$ cat src/rtl/pario_pkg.sv
package pario_pkg;

   typedef enum logic [1:0] {
      TRIG_LOW  = 2'b00,
      TRIG_HIGH = 2'b01,
      TRIG_FALL = 2'b10,
      TRIG_RISE = 2'b11
   } trig_mode_e;

   localparam int unsigned MAP_PORTS_MAX = 4;
   localparam int unsigned OFS_CTRL      = 5;
   localparam int unsigned CTRL_EN_BIT   = 7;
   localparam int unsigned CTRL_ST_BIT   = 6;
   localparam int unsigned MAP_ADDR_W    = 3;

endpackage

$ cat src/rtl/pario_sync.sv
module pario_sync #(
   parameter int unsigned STAGES    = 2,
   parameter bit          RESET_VAL = 1'b0
) (
   input  logic clk,
   input  logic rst_n,
   input  logic d_i,
   output logic q_o
);

   if (STAGES < 1) begin : g_bad_stages
      $error("pario_sync: STAGES must be at least 1");
   end

   logic [STAGES-1:0] chain_q;

   if (STAGES == 1) begin : g_single
      always_ff @(posedge clk or negedge rst_n) begin
         if (!rst_n) chain_q <= RESET_VAL;
         else        chain_q <= d_i;
      end
   end else begin : g_chain
      always_ff @(posedge clk or negedge rst_n) begin
         if (!rst_n) chain_q <= {STAGES{RESET_VAL}};
         else        chain_q <= {chain_q[STAGES-2:0], d_i};
      end
   end

   assign q_o = chain_q[STAGES-1];

endmodule

$ cat src/rtl/pario_port_bank.sv
module pario_port_bank #(
   parameter int unsigned NPORTS = 4,
   parameter int unsigned DATA_W = 8,
   localparam int unsigned BUS_W = NPORTS * DATA_W
) (
   input  logic              clk,
   input  logic              rst_n,
   input  logic [NPORTS-1:0] wr_sel_i,
   input  logic [DATA_W-1:0] wdata_i,
   output logic [BUS_W-1:0]  pin_o,
   output logic [NPORTS-1:0] oe_o
);

   if (NPORTS < 1) begin : g_bad_nports
      $error("pario_port_bank: NPORTS must be at least 1");
   end

   for (genvar p = 0; p < NPORTS; p++) begin : g_port
      logic [DATA_W-1:0] latch_q;
      logic              oe_q;

      always_ff @(posedge clk or negedge rst_n) begin
         if (!rst_n) begin
            latch_q <= '0;
            oe_q    <= 1'b0;
         end else if (wr_sel_i[p]) begin
            latch_q <= wdata_i;
            oe_q    <= 1'b1;
         end
      end

      assign pin_o[p*DATA_W +: DATA_W] = latch_q;
      assign oe_o[p]                   = oe_q;

      // once a port turns to output it stays so until reset
      p_oe_sticky_r3 : assert property (@(posedge clk) disable iff (!rst_n)
         oe_q |=> oe_q);
   end

   // the address decode selects at most one port per cycle
   p_wr_onehot_r1 : assert property (@(posedge clk) disable iff (!rst_n)
      $onehot0(wr_sel_i));

endmodule

$ cat src/rtl/pario_irq_unit.sv
module pario_irq_unit
   import pario_pkg::*;
#(
   parameter bit REG_IRQ_OUT = 1'b0
) (
   input  logic       clk,
   input  logic       rst_n,
   input  logic       src_i,
   input  logic       ctl_we_i,
   input  logic       ctl_en_i,
   input  logic [1:0] ctl_mode_i,
   input  logic       clr_req_i,
   output logic       en_o,
   output logic [1:0] mode_o,
   output logic       status_o,
   output logic       irq_o
);

   logic       prev_q;
   logic       en_q;
   trig_mode_e mode_q;
   logic       status_q;
   logic       hit;

   always_ff @(posedge clk or negedge rst_n) begin
      if (!rst_n) prev_q <= 1'b0;
      else        prev_q <= src_i;
   end

   always_ff @(posedge clk or negedge rst_n) begin
      if (!rst_n) begin
         en_q   <= 1'b0;
         mode_q <= TRIG_LOW;
      end else if (ctl_we_i) begin
         en_q   <= ctl_en_i;
         mode_q <= trig_mode_e'(ctl_mode_i);
      end
   end

   always_comb begin
      unique case (mode_q)
         TRIG_LOW:  hit = ~src_i;
         TRIG_HIGH: hit =  src_i;
         TRIG_FALL: hit =  prev_q & ~src_i;
         TRIG_RISE: hit = ~prev_q &  src_i;
      endcase
   end

   // a trigger in the clearing cycle wins over the clear
   always_ff @(posedge clk or negedge rst_n) begin
      if (!rst_n) status_q <= 1'b0;
      else        status_q <= hit | (status_q & ~clr_req_i);
   end

   if (REG_IRQ_OUT) begin : g_irq_reg
      logic irq_q;
      always_ff @(posedge clk or negedge rst_n) begin
         if (!rst_n) irq_q <= 1'b0;
         else        irq_q <= en_q & status_q;
      end
      assign irq_o = irq_q;

      // a disabled controller raises no request on the next edge
      p_irq_off_r9 : assert property (@(posedge clk) disable iff (!rst_n)
         !en_q |=> !irq_o);
   end else begin : g_irq_comb
      assign irq_o = en_q & status_q;

      // a disabled controller raises no request
      p_irq_off_r9 : assert property (@(posedge clk) disable iff (!rst_n)
         !en_q |-> !irq_o);
   end

   assign en_o     = en_q;
   assign mode_o   = mode_q;
   assign status_o = status_q;

   // active level latches the flag on the next edge
   p_level_set_r6 : assert property (@(posedge clk) disable iff (!rst_n)
      ((mode_q == TRIG_HIGH && src_i) || (mode_q == TRIG_LOW && !src_i))
      |=> status_q);

   // rising edge in rising mode latches the flag
   p_rise_set_r7 : assert property (@(posedge clk) disable iff (!rst_n)
      (mode_q == TRIG_RISE && !prev_q && src_i) |=> status_q);

   // falling edge in falling mode latches the flag
   p_fall_set_r7 : assert property (@(posedge clk) disable iff (!rst_n)
      (mode_q == TRIG_FALL && prev_q && !src_i) |=> status_q);

   // only a clearing read can drop the flag
   p_hold_r8 : assert property (@(posedge clk) disable iff (!rst_n)
      (status_q && !clr_req_i) |=> status_q);

   // in an edge mode with a steady source, a clearing read empties the flag
   p_edge_clear_r8 : assert property (@(posedge clk) disable iff (!rst_n)
      (clr_req_i && mode_q[1] && (src_i == prev_q)) |=> !status_q);

endmodule

$ cat src/rtl/pario_irq_ctrl.sv
module pario_irq_ctrl
   import pario_pkg::*;
#(
   parameter int unsigned NPORTS      = 4,
   parameter int unsigned DATA_W      = 8,
   parameter int unsigned ADDR_W      = 3,
   parameter int unsigned SYNC_STAGES = 2,
   parameter int unsigned IRQ_BIT     = 0,
   parameter bit          REG_IRQ_OUT = 1'b0,
   localparam int unsigned BUS_W      = NPORTS * DATA_W
) (
   input  logic              clk,
   input  logic              rst_n,
   input  logic              cs_i,
   input  logic              rd_i,
   input  logic              wr_i,
   input  logic [ADDR_W-1:0] addr_i,
   input  logic [DATA_W-1:0] wdata_i,
   output logic [DATA_W-1:0] rdata_o,
   input  logic [BUS_W-1:0]  pin_i,
   output logic [BUS_W-1:0]  pin_o,
   output logic [NPORTS-1:0] pin_oe_o,
   output logic              irq_o
);

   if (DATA_W != 8) begin : g_bad_width
      $error("pario_irq_ctrl: control byte layout needs DATA_W == 8");
   end
   if (ADDR_W != MAP_ADDR_W) begin : g_bad_addr
      $error("pario_irq_ctrl: ADDR_W must match the 8-offset map");
   end
   if (NPORTS < 1 || NPORTS > MAP_PORTS_MAX) begin : g_bad_ports
      $error("pario_irq_ctrl: NPORTS must be 1..4");
   end
   if (IRQ_BIT >= DATA_W) begin : g_bad_bit
      $error("pario_irq_ctrl: IRQ_BIT must lie in port A");
   end

   logic              rd_hit;
   logic              wr_hit;
   logic              ctl_sel;
   logic [NPORTS-1:0] port_wr;
   logic [DATA_W-1:0] rd_val;
   logic [DATA_W-1:0] rdata_q;
   logic              src_sync;
   logic              en;
   logic [1:0]        mode;
   logic              status;

   assign rd_hit  = cs_i & rd_i;
   assign wr_hit  = cs_i & wr_i;
   assign ctl_sel = (addr_i == ADDR_W'(OFS_CTRL));

   for (genvar p = 0; p < NPORTS; p++) begin : g_dec
      assign port_wr[p] = wr_hit & (addr_i == ADDR_W'(p));
   end

   pario_port_bank #(
      .NPORTS (NPORTS),
      .DATA_W (DATA_W)
   ) u_ports (
      .clk      (clk),
      .rst_n    (rst_n),
      .wr_sel_i (port_wr),
      .wdata_i  (wdata_i),
      .pin_o    (pin_o),
      .oe_o     (pin_oe_o)
   );

   pario_sync #(
      .STAGES    (SYNC_STAGES),
      .RESET_VAL (1'b0)
   ) u_src_sync (
      .clk   (clk),
      .rst_n (rst_n),
      .d_i   (pin_i[IRQ_BIT]),
      .q_o   (src_sync)
   );

   pario_irq_unit #(
      .REG_IRQ_OUT (REG_IRQ_OUT)
   ) u_irq (
      .clk        (clk),
      .rst_n      (rst_n),
      .src_i      (src_sync),
      .ctl_we_i   (wr_hit & ctl_sel),
      .ctl_en_i   (wdata_i[CTRL_EN_BIT]),
      .ctl_mode_i (wdata_i[1:0]),
      .clr_req_i  (rd_hit & ctl_sel),
      .en_o       (en),
      .mode_o     (mode),
      .status_o   (status),
      .irq_o      (irq_o)
   );

   always_comb begin
      rd_val = '0;
      for (int p = 0; p < int'(NPORTS); p++) begin
         if (addr_i == ADDR_W'(p)) rd_val = pin_i[p*DATA_W +: DATA_W];
      end
      if (ctl_sel) begin
         rd_val                 = '0;
         rd_val[CTRL_EN_BIT]    = en;
         rd_val[CTRL_ST_BIT]    = status;
         rd_val[1:0]            = mode;
      end
   end

   always_ff @(posedge clk or negedge rst_n) begin
      if (!rst_n)      rdata_q <= '0;
      else if (rd_hit) rdata_q <= rd_val;
   end

   assign rdata_o = rdata_q;

   // unused offsets read as zero
   p_rsv_zero_r4 : assert property (@(posedge clk) disable iff (!rst_n)
      (rd_hit && (addr_i == 3'd4 || addr_i == 3'd6 || addr_i == 3'd7))
      |=> (rdata_o == '0));

   // the unused middle bits of the control byte read as zero
   p_ctl_pad_r5 : assert property (@(posedge clk) disable iff (!rst_n)
      (rd_hit && ctl_sel) |=> (rdata_o[5:2] == 4'b0000));

   // a control write never clears the pending flag
   p_wr_keeps_status_r10 : assert property (@(posedge clk) disable iff (!rst_n)
      (wr_hit && ctl_sel && !rd_hit && status) |=> status);

   // read data holds between reads
   p_rdata_hold_r1 : assert property (@(posedge clk) disable iff (!rst_n)
      !rd_hit |=> $stable(rdata_o));

endmodule

$ cat config.mk
export PLATFORM = sky130hd
export DESIGN_NAME = pario_irq_ctrl
export DESIGN_NICKNAME = d
export VERILOG_FILES = /design/src/rtl/pario_pkg.sv /design/src/rtl/pario_sync.sv /design/src/rtl/pario_port_bank.sv /design/src/rtl/pario_irq_unit.sv /design/src/rtl/pario_irq_ctrl.sv
export SDC_FILE = /design/constraint.sdc
export NUM_CORES = 1
export LEC_CHECK = 0
export BUFFER_PORTS_ARGS = -buffer_cell sky130_fd_sc_hd__buf_2
export CAP_MARGIN = 20
export CORE_ASPECT_RATIO = 2
export CORE_MARGIN = 2
export CORE_UTILIZATION = 51
export CTS_CLUSTER_DIAMETER = 120
export DETAILED_ROUTE_END_ITERATION = 10
export GPL_ROUTABILITY_DRIVEN = 1
export PLACE_DENSITY = 0.84
export SYNTH_ARGS = -nofsm -noshare
export SYNTH_HDL_FRONTEND = slang
export SYNTH_SLANG_ARGS = --single-unit
$ cat constraint.sdc
create_clock -name clk -period 2.8 [get_ports clk]
set_clock_uncertainty 0.05 [all_clocks]
set_input_delay 0.28 -clock clk [delete_from_list [all_inputs] [get_ports clk]]
set_output_delay 0.28 -clock clk [all_outputs]
set_load 0.03 [all_outputs]
==> flow_summary.json, run 1 <==
{
  "status": "finished, final reports clean",
  "num-nets-final": 301,
  "core_area_sq_um": 4254,
  "cts_buffer_depth": 2,
  "synth_area_sq_um": 2228,
  "critPathCaptureType": "flop",
  "ant_nets": 0,
  "via_per_inst": 5.414,
  "synth_top_family_by_area": "multiplexers",
  "synthCells": 163,
  "worst_pin_slew_ps": 538.3,
  "seq_area_frac_synth_pct": 57.27,
  "yosys_warnings": 0,
  "layout_common_cells": "buf_2, dfrtp_1, mux2_2",
  "drv_cap": 0,
  "wl_per_cell_microns": 15.64,
  "cts_tree": "built",
  "synth_area_leader_cell": "dfrtp_1",
  "timing.final.max_slew_violations": 0,
  "ir_drop_uv": 619.0,
  "rsz0062_at_grt": "no",
  "yosysTopAreaCellShare_pct": 57.27,
  "syn2layout_area_growth_pct": 26.11,
  "synth-compound-area-share_pct": 5.222,
  "power_frac_seq_pct": 45.1,
  "gp_congestion": 0.7413,
  "pin_count": 93,
  "max_freq_ghz": 0.6641,
  "vias": 1662,
  "synth_fp_nets": 211,
  "route.detailed.drc": 0,
  "report.final.hold_viol_count": 0,
  "dieWidth_microns": 50.74,
  "finalWirelength_microns": 4801,
  "relSlewSlack_pct": 64.07,
  "grt_pass1_vias": 1684,
  "min_path_type": "in2reg",
  "pwr-share-comb_pct": 32.2,
  "leakage_nw": 1.367,
  "cts_resized": 0,
  "p_sw_share_pct": 34.64,
  "start_util_pct": 52.38,
  "final.setup.tns_ps": 0,
  "cts_made_buffers": 5,
  "fin_crit_sh_pct": 53.78,
  "place_hpwl_microns": 3460,
  "h-tree-depth": 2,
  "synth.area.mux_share_pct": 21.62,
  "antenna_cells": 0,
  "die_h_microns": 97.48,
  "setup_viol": 0,
  "final_area_sq_um": 2810,
  "drive_gt1_share_pct": 56.92,
  "first_pass_iters": 5,
  "grt.total_usage_pct": 21.19,
  "worstPathRequired_ps": 2930,
  "final_common_cell": "buf_2",
  "power.internal_mw": 1.389,
  "clock_sinks": 51,
  "hold_buffers": 0,
  "grt_pass1_wl_microns": 7976,
  "synth-xor-area-share_pct": 0.7861,
  "synth-seq-cells": 51,
  "clk_pin_slew_ps": 80,
  "crit_arrival_ps": 1640,
  "placed_area_sq_um": 2678,
  "drt_iter0_markers": 24,
  "clk_latency_ps": 300,
  "yosys.area_share.adder_pct": 0,
  "antenna_found_initial": 0,
  "syn_area_per_cell_sq_um": 13.67,
  "yosys.area_share.simple_pct": 11.57,
  "cp-start-kind": "primary input",
  "p_clk_share_pct": 22.6,
  "dieArea_sq_um": 4946,
  "hold_slack_ps": 49.01,
  "utilization_pct": 66.06,
  "port_buffers": 92,
  "fin_crit_ps": 1506,
  "grt.overflow.total": 0,
  "rows": 34,
  "root_buffer": "clkbuf_8",
  "p_sw_uw": 736.1,
  "power.density_nw_per_um2": 756.2,
  "grt_max_degree": 52,
  "synth_area_leaders": "dfrtp_1, mux2_2, mux4_2",
  "cts_setup_buffers": 0,
  "ys_types": 32,
  "crit_type": "in2reg",
  "worst-path-max-fanout": 15
}
[per-layer routing]
metal  routed length, microns  up-vias  GRT usage, %
li1                         -      762             -
met1                     1942      806         26.95
met2                     2417       87         34.41
met3                      378        7         5.846
met4                       63        0         7.069
met5                        0        -             0
[metrics by stage]
stage,std cells,worst slack (ps),power (mW)
6_report,307,1294,2.125
5_1_grt,307,1140,2.232
4_1_cts,305,1255,2.143
3_5_place_dp,298,933.9,1.660
3_3_place_gp,298,977.3,1.636
2_1_floorplan,163,1309,1.439
[worst paths after layout]
kind	start	end	slack [ps]	depth (start not counted)
max in group asynchronous	rst_n	rdata_o[7]	1860	3
min in group asynchronous	rst_n	u_ports.g_port[3].latch_q[6]	350	2
hold reg to reg	u_src_sync.chain_q[0]	u_src_sync.chain_q[1]	320	0
setup / recovery	addr_i[0]	u_ports.g_port[1].latch_q[3]	1290	4
setup reg to reg	u_irq.en_o	rdata_o[7]	1720	4
hold / removal	pin_i[0]	u_src_sync.chain_q[0]	50	1
[cells in the mapped netlist]
cell and number:
nand2b_1 2, buf_2 2, or2_1 1, or2_2 3
and2_1 2, mux2i_1 2, nor3_4 1, clkbuf_1 1
xnor2_1 1, nand2_1 13, xor2_1 1, buf_4 5
clkbuf_2 1, o21ai_0 4, nand3_1 4, mux4_2 3
buf_6 2, and4_1 1, a211oi_1 4, nand4_1 3
nor2_1 2, nand3b_4 1, dfrtp_1 51, o221ai_1 4
a21oi_1 3, o2bb2ai_1 1, mux2_2 35, nor3b_4 1
a21o_1 1, nor2b_1 6, nor3_1 1, nor2_2 1
[power by group through the flow]
stage	clock (mW)	combinational, mW	sequential, mW
6_report	0.481	0.685	0.959
5_1_grt	0.524	0.729	0.979
4_1_cts	0.494	0.688	0.961
3_5_place_dp	0	0.686	0.974
3_3_place_gp	0	0.671	0.965
2_1_floorplan	0	0.222	1.22
[cells by family (layout without fill, tap and decap cells)]
group | after synthesis | after routing
AND/OR/NAND/NOR | 42 | 42
buffers and inverters | 11 | 101
flip-flops | 51 | 51
XOR/XNOR | 2 | 2
AO/OA/AOI/OAI | 17 | 17
multiplexers | 40 | 40
[flip-flops by register name, summed over array words and instances, names as in the netlist]
signal / flops
u_irq.mode_o: 2
u_irq.prev_q: 1
u_irq.en_o: 1
u_ports.g_port.latch_q: 32
u_irq.status_o: 1
rdata_o: 8
u_src_sync.chain_q: 2
u_ports.g_port.oe_q: 4
[final cells by class]
| type | instances | area, sq um |
|---|---|---|
| clock inverters | 1 | 30.03 |
| flip-flops and latches | 51 | 1276 |
| fillers | 339 | 1444 |
| multi-input cells | 101 | 873.3 |
| repair buffers | 94 | 490.5 |
| clock buffers | 6 | 72.57 |
| well taps | 54 | 67.56 |
[critical path, stage by stage]
cell      delay (ps)
buf_2            320
nand2b_1         210
nor2_2           430
mux2_2           390
(Power assumes the default switching activity.)
==> run 2, diff against run 1 <==
--- a/config.mk
+++ b/config.mk
@@ -9,11 +9,11 @@
 export CAP_MARGIN = 20
 export CORE_ASPECT_RATIO = 2
 export CORE_MARGIN = 2
-export CORE_UTILIZATION = 51
+export CORE_UTILIZATION = 47
 export CTS_CLUSTER_DIAMETER = 120
 export DETAILED_ROUTE_END_ITERATION = 10
 export GPL_ROUTABILITY_DRIVEN = 1
-export PLACE_DENSITY = 0.84
+export PLACE_DENSITY = 0.79
 export SYNTH_ARGS = -nofsm -noshare
 export SYNTH_HDL_FRONTEND = slang
 export SYNTH_SLANG_ARGS = --single-unit
==> constraint.sdc (replaced) <==
create_clock -name clk -period 1.52 [get_ports clk]
set_clock_uncertainty 0.05 [all_clocks]
set_input_delay 0.152 -clock clk [delete_from_list [all_inputs] [get_ports clk]]
set_output_delay 0.152 -clock clk [all_outputs]
set_load 0.03 [all_outputs]
==> run 2 against run 1 <==
Net effect: first-iteration DRC count is 4.2% lower; highest routed layer unchanged; die area is 8.0% higher; global-route usage is 1.2 points lower; worst hold slack better by 34 ps.
==> flow_summary.json, run 2 (same netlist as run 1, synthesis figures left out) <==
{
  "status": "finished, final reports clean",
  "vias": 1653,
  "grt.total_usage_pct": 20.03,
  "grt.overflow.total": 0,
  "path_buf_inv": 2,
  "setup_viol": 0,
  "die_h_microns": 101.4,
  "largest_reg_flops": 32,
  "pin_count": 93,
  "worst_pin_slew_ps": 385.0,
  "cts_buffer_depth": 2,
  "grt_pass1_wl_microns": 7783,
  "crit_arrival_ps": 1390,
  "clk_pin_slew_ps": 90,
  "antenna_cells": 0,
  "drt_iter0_markers": 23,
  "num-nets-final": 313,
  "crit_type": "in2reg",
  "antenna_found_initial": 0,
  "grt_pass1_vias": 1691,
  "regMostFlops": "u_ports.g_port.latch_q",
  "utilization_pct": 63.70,
  "placed_area_sq_um": 2806,
  "dieArea_sq_um": 5342,
  "cp_slowest_cell": "dlygate4sd3_1",
  "grt_max_degree": 52,
  "leakage_nw": 1.432,
  "port_buffers": 92,
  "root_buffer": "clkbuf_8",
  "final_common_cell": "buf_2",
  "worst-path-stages": 5,
  "wl_per_cell_microns": 14.95,
  "cp-start-kind": "primary input",
  "syn2layout_area_growth_pct": 31.44,
  "ff2ff_path_depth": 4,
  "clock_sinks": 51,
  "place_hpwl_microns": 3879,
  "drive_gt1_share_pct": 58.49,
  "slowest_delay_ps": 530,
  "drv_cap": 0,
  "first_pass_iters": 3,
  "critPathCaptureType": "flop",
  "worstPathRequired_ps": 1650,
  "ant_nets": 0,
  "worst-path-max-fanout": 2,
  "cts_tree": "built",
  "dieWidth_microns": 52.69,
  "crit_chain": "dlygate4sd3_1 -> buf_2 -> mux4_2 -> nand2_1 -> nand3_1",
  "rows": 35,
  "via_per_inst": 5.166,
  "cts_made_buffers": 5,
  "final.setup.tns_ps": 0,
  "route.detailed.drc": 0,
  "fin_crit_sh_pct": 82.55,
  "finalWirelength_microns": 4784,
  "max_freq_ghz": 0.7969,
  "rsz0062_at_grt": "no",
  "cp_top_family": "buffers and inverters",
  "min_path_type": "in2reg",
  "final_area_sq_um": 2929,
  "ir_drop_uv": 784.0,
  "gp_congestion": 0.7905,
  "power.density_nw_per_um2": 1337,
  "core_area_sq_um": 4598,
  "fin_crit_ps": 1255,
  "report.final.hold_viol_count": 0,
  "relSlewSlack_pct": 74.33,
  "layout_common_cells": "buf_2, dfrtp_1, mux2_2",
  "clk_latency_ps": 290,
  "start_util_pct": 48.46,
  "h-tree-depth": 2,
  "timing.final.max_slew_violations": 0,
  "hold_path_depth": 2
}
## run 2: cell types whose count changed in the layout (fill, tap and decap cells not counted)
cell	change
buf_4	+9
buf_12	+2
dlygate4sd3_1	+1
## run 2: repair_timing
action | 4_1_cts | 5_1_grt
buffers inserted | 0 | 0
endpoints found under the hold margin | 52 | 0
hold buffers | 2 | 0
gates resized for setup | 0 | 0
## run 2: worst paths after layout
| check | from | to | slack [ps] |
|---|---|---|---|
| hold / removal | wdata_i[6] | u_ports.g_port[0].latch_q[6] | 80 |
| setup reg to reg | u_irq.en_o | rdata_o[7] | 490 |
| min in group asynchronous | rst_n | rdata_o[6] | 320 |
| setup / recovery | pin_i[0] | rdata_o[0] | 270 |
| max in group asynchronous | rst_n | u_ports.g_port[1].latch_q[5] | 880 |
| hold reg to reg | u_src_sync.chain_q[0] | u_src_sync.chain_q[1] | 310 |
## run 2: through the flow
| step | hold slack (ps) | total power [mW] | setup slack [ps] | instances |
|---|---|---|---|---|
| final | 83.43 | 3.917 | 265.2 | 320 |
| after global routing | 81.61 | 4.136 | 228.0 | 320 |
| after CTS | 76.65 | 3.968 | 262.6 | 320 |
| after floorplan | -193.6 | 2.651 | 156.5 | 163 |
| after detailed placement | 109.1 | 3.084 | 98.02 | 311 |
| after global placement | 112.3 | 3.050 | 142.5 | 311 |
## run 2: metal layers
layer,vias to the layer above,routed length [microns],track usage (%)
met3,6,259,3.245
li1,781,-,-
met1,784,1713,20.32
met5,-,0,0
met4,0,76,7.101
met2,82,2734,38.85
## run 2: where the power goes
group	internal [mW]	switching [mW]	total (mW)
combinational	0.469	0.807	1.28
clock	0.482	0.396	0.878
sequential	1.62	0.137	1.76
## run 2: cell type report
class                   instances  area (sq um)
clock buffers                   6         72.57
clock inverters                 1         30.03
fillers                       397          1669
multi-input cells             101         873.3
flip-flops and latches         51          1276
well taps                      55         68.82
repair buffers                106         608.1
==> run 3, diff against run 2 <==
--- a/config.mk
+++ b/config.mk
@@ -5,15 +5,16 @@
 export SDC_FILE = /design/constraint.sdc
 export NUM_CORES = 1
 export LEC_CHECK = 0
+export ABC_AREA = 1
 export BUFFER_PORTS_ARGS = -buffer_cell sky130_fd_sc_hd__buf_2
 export CAP_MARGIN = 20
 export CORE_ASPECT_RATIO = 2
 export CORE_MARGIN = 2
-export CORE_UTILIZATION = 47
+export CORE_UTILIZATION = 48
 export CTS_CLUSTER_DIAMETER = 120
 export DETAILED_ROUTE_END_ITERATION = 10
 export GPL_ROUTABILITY_DRIVEN = 1
-export PLACE_DENSITY = 0.79
+export PLACE_DENSITY = 0.8
 export SYNTH_ARGS = -nofsm -noshare
 export SYNTH_HDL_FRONTEND = slang
 export SYNTH_SLANG_ARGS = --single-unit
==> constraint.sdc (replaced) <==
create_clock -name clk -period 1.2 [get_ports clk]
set_clock_uncertainty 0.05 [all_clocks]
set_input_delay 0.12 -clock clk [delete_from_list [all_inputs] [get_ports clk]]
set_output_delay 0.12 -clock clk [all_outputs]
set_load 0.03 [all_outputs]
==> run 3 against run 2 <==
Net effect: first-iteration DRC count grew to 2.9 times the previous value; critical path depth shrank 2; sequential cell count is the same; synthesized cell count grew 58%; worst hold slack lost 73 ps; die area shrank 0.57%; setup slack lost 210 ps; sequential share of layout area grew 0.075 points; routed wire length grew 23%; largest power group unchanged.
==> flow_summary.json, run 3 <==
{
  "synth-seq-cells": 51,
  "clock_sinks": 51,
  "fin_crit_sh_pct": 95.76,
  "slowest_delay_ps": 410,
  "yosys_warnings": 0,
  "clk_pin_slew_ps": 90,
  "pin_count": 93,
  "yosysTopAreaCellShare_pct": 56.42,
  "wl_per_cell_microns": 14.34,
  "seq_area_frac_synth_pct": 56.42,
  "regMostFlops": "u_ports.g_port.latch_q",
  "seq_area_sq_um": 1276,
  "min_path_type": "in2reg",
  "power.density_nw_per_um2": 1562,
  "fin_crit_ps": 1149,
  "grt_pass1_wl_microns": 9087,
  "antenna_cells": 0,
  "synth_area_leaders": "dfrtp_1, nand2_1, o21ai_0",
  "leakage_nw": 1.642,
  "dieArea_sq_um": 5312,
  "crit_chain": "nand2_1 -> inv_1 -> buf_2",
  "num-nets-final": 403,
  "timing.final.max_slew_violations": 0,
  "clk_latency_ps": 290,
  "gp_congestion": 0.7559,
  "grtUsageMet3_pct": 3.412,
  "critPathCaptureType": "output port",
  "synth_ff_type": "dfrtp_1",
  "antenna_found_initial": 0,
  "synth.area.mux_share_pct": 0,
  "grt_use_met1_pct": 25.10,
  "syn_area_per_cell_sq_um": 8.802,
  "relSlewSlack_pct": 81.83,
  "yosys.area_share.simple_pct": 25.33,
  "largest_reg_flops": 32,
  "h-tree-depth": 2,
  "yosysMostFrequentCell": "nand2_1",
  "synth_top_family_by_area": "simple AND/OR/NAND/NOR gates",
  "synth-compound-area-share_pct": 11.28,
  "drt_iter0_markers": 67,
  "ir_drop_uv": 1164,
  "synth-edff-count": 0,
  "synth-xor-area-share_pct": 0,
  "setup_viol": 0,
  "layout_common_cells": "buf_2, nand2_1, dfrtp_1",
  "rsz0062_at_grt": "no",
  "die_h_microns": 101.1,
  "cts_buffer_depth": 2,
  "route.detailed.drc": 0,
  "grt-busiest-layer": "met2",
  "grt_max_degree": 52,
  "grt.total_usage_pct": 23.35,
  "vias": 2093,
  "synth-async-reset-ratio_pct": 100.0,
  "report.final.hold_viol_count": 0,
  "worst_pin_slew_ps": 272.2,
  "grt_pass1_vias": 2013,
  "place_hpwl_microns": 4481,
  "dieWidth_microns": 52.55,
  "worst_slack_ps": 50.88,
  "start_util_pct": 49.67,
  "first_pass_iters": 5,
  "final_common_cell": "buf_2",
  "grt.overflow.total": 0,
  "crit_type": "reg2out",
  "status": "finished, final reports clean",
  "worst-path-max-fanout": 3,
  "drv_cap": 0,
  "pre_cts_ws_ps": -82.86,
  "crit_arrival_ps": 980,
  "fillers": 422,
  "root_buffer": "clkbuf_8",
  "drive_gt1_share_pct": 34.93,
  "max_freq_ghz": 0.8702,
  "core_area_sq_um": 4554,
  "ys_types": 22,
  "cts_setup_buffers": 0,
  "cp_slowest_cell": "dfrtp_1",
  "cp-start-kind": "flop",
  "cts_made_buffers": 5,
  "multiInputGateArea_sq_um": 828.3,
  "worstPathRequired_ps": 1030,
  "met2_usage_pct": 43.17,
  "port_buffers": 92,
  "synth_fp_nets": 305,
  "rows": 35,
  "synth_area_sq_um": 2262,
  "via_per_inst": 5.105,
  "synth_area_leader_cell": "dfrtp_1",
  "ant_nets": 0,
  "yosys.area_share.adder_pct": 0,
  "synthCells": 257,
  "cts_tree": "built",
  "hold_slack_ps": 10.30,
  "synth.cells.most_frequent": "nand2_1, dfrtp_1, o21ai_0, nor2_1, nand3_1",
  "syn2layout_area_growth_pct": 29.26,
  "finalWirelength_microns": 5881
}
==> run 3: cell types whose count changed after synthesis, moves of 6 or more <==
cell,previous run,this run
inv_1,0,15
mux2_2,35,0
nand2_1,13,69
nand3_1,4,18
nor2_1,2,19
nor2b_1,6,0
o21ai_0,4,35
o21ai_1,0,8
==> run 3: worst max-delay path, delay by kind of cell (launching register included) <==
kind	cells	cell delay (ps)
buffers and inverters	2	190
AND/OR/NAND/NOR	1	80
flip-flops	1	410
==> run 3: timing repair <==
action	CTS	global route
gates resized for setup	0	0
hold buffers	2	0
hold endpoints to repair	52	0
==> run 3: metrics by stage <==
stage               instance area [sq um]  total power, mW  instances  TNS (ps)  utilization (%)
floorplan                            2262            3.071        257         0                -
global placement                     2816            3.578        401         0            61.84
detailed placement                   2816            3.612        401    -522.6            61.84
CTS                                  2924            4.598        410         0            64.20
global route                         2924            4.801        410         0            64.20
finish                               2924            4.568        410         0            64.20
==> run 3: path summary, 6_finish.rpt <==
path / end / startpoint / slack, ps / depth (start not counted)
setup / recovery: irq_o / u_irq.en_o / 50 / 3
hold / removal: u_irq.mode_o[1] / wdata_i[1] / 10 / 3
setup reg to reg: u_irq.status_o / u_irq.mode_o[1] / 330 / 3
hold reg to reg: u_src_sync.chain_q[1] / u_src_sync.chain_q[0] / 320 / 0
max in group asynchronous: u_irq.status_o / rst_n / 580 / 3
min in group asynchronous: u_ports.g_port[2].oe_q / rst_n / 280 / 3
==> run 3: cells by family (layout without fill, tap and decap cells) <==
group                  count (synthesis)  count (layout)
AOI/OAI and AO/OA                     49              49
buffers and inverters                 33             131
DFF                                   51              51
and+or+nand+nor                      124             124
==> run 3: area by class of cell <==
cell class / count / area share, %
Inverter: 18 / 2.311
Timing Repair Buffer: 106 / 20.37
Multi-Input combinational cell: 173 / 28.33
Sequential cell: 51 / 43.65
Clock buffer: 6 / 2.824
Clock inverter: 1 / 0.1712
Tap cell: 55 / 2.353
==> run 3: power breakdown <==
group | internal [mW] | total, mW | switching (mW) | leakage (nW)
Sequential | 2.01 | 2.18 | 0.175 | 0.625
Combinational | 0.426 | 1.40 | 0.971 | 0.970
Clock | 0.454 | 0.990 | 0.536 | 0.0470
==> run 3: metal layers <==
metal  up-vias  wire (microns)
met3         9             291
met5         -               0
met2        75            3262
li1       1035               -
met1       974            2200
met4         0             127
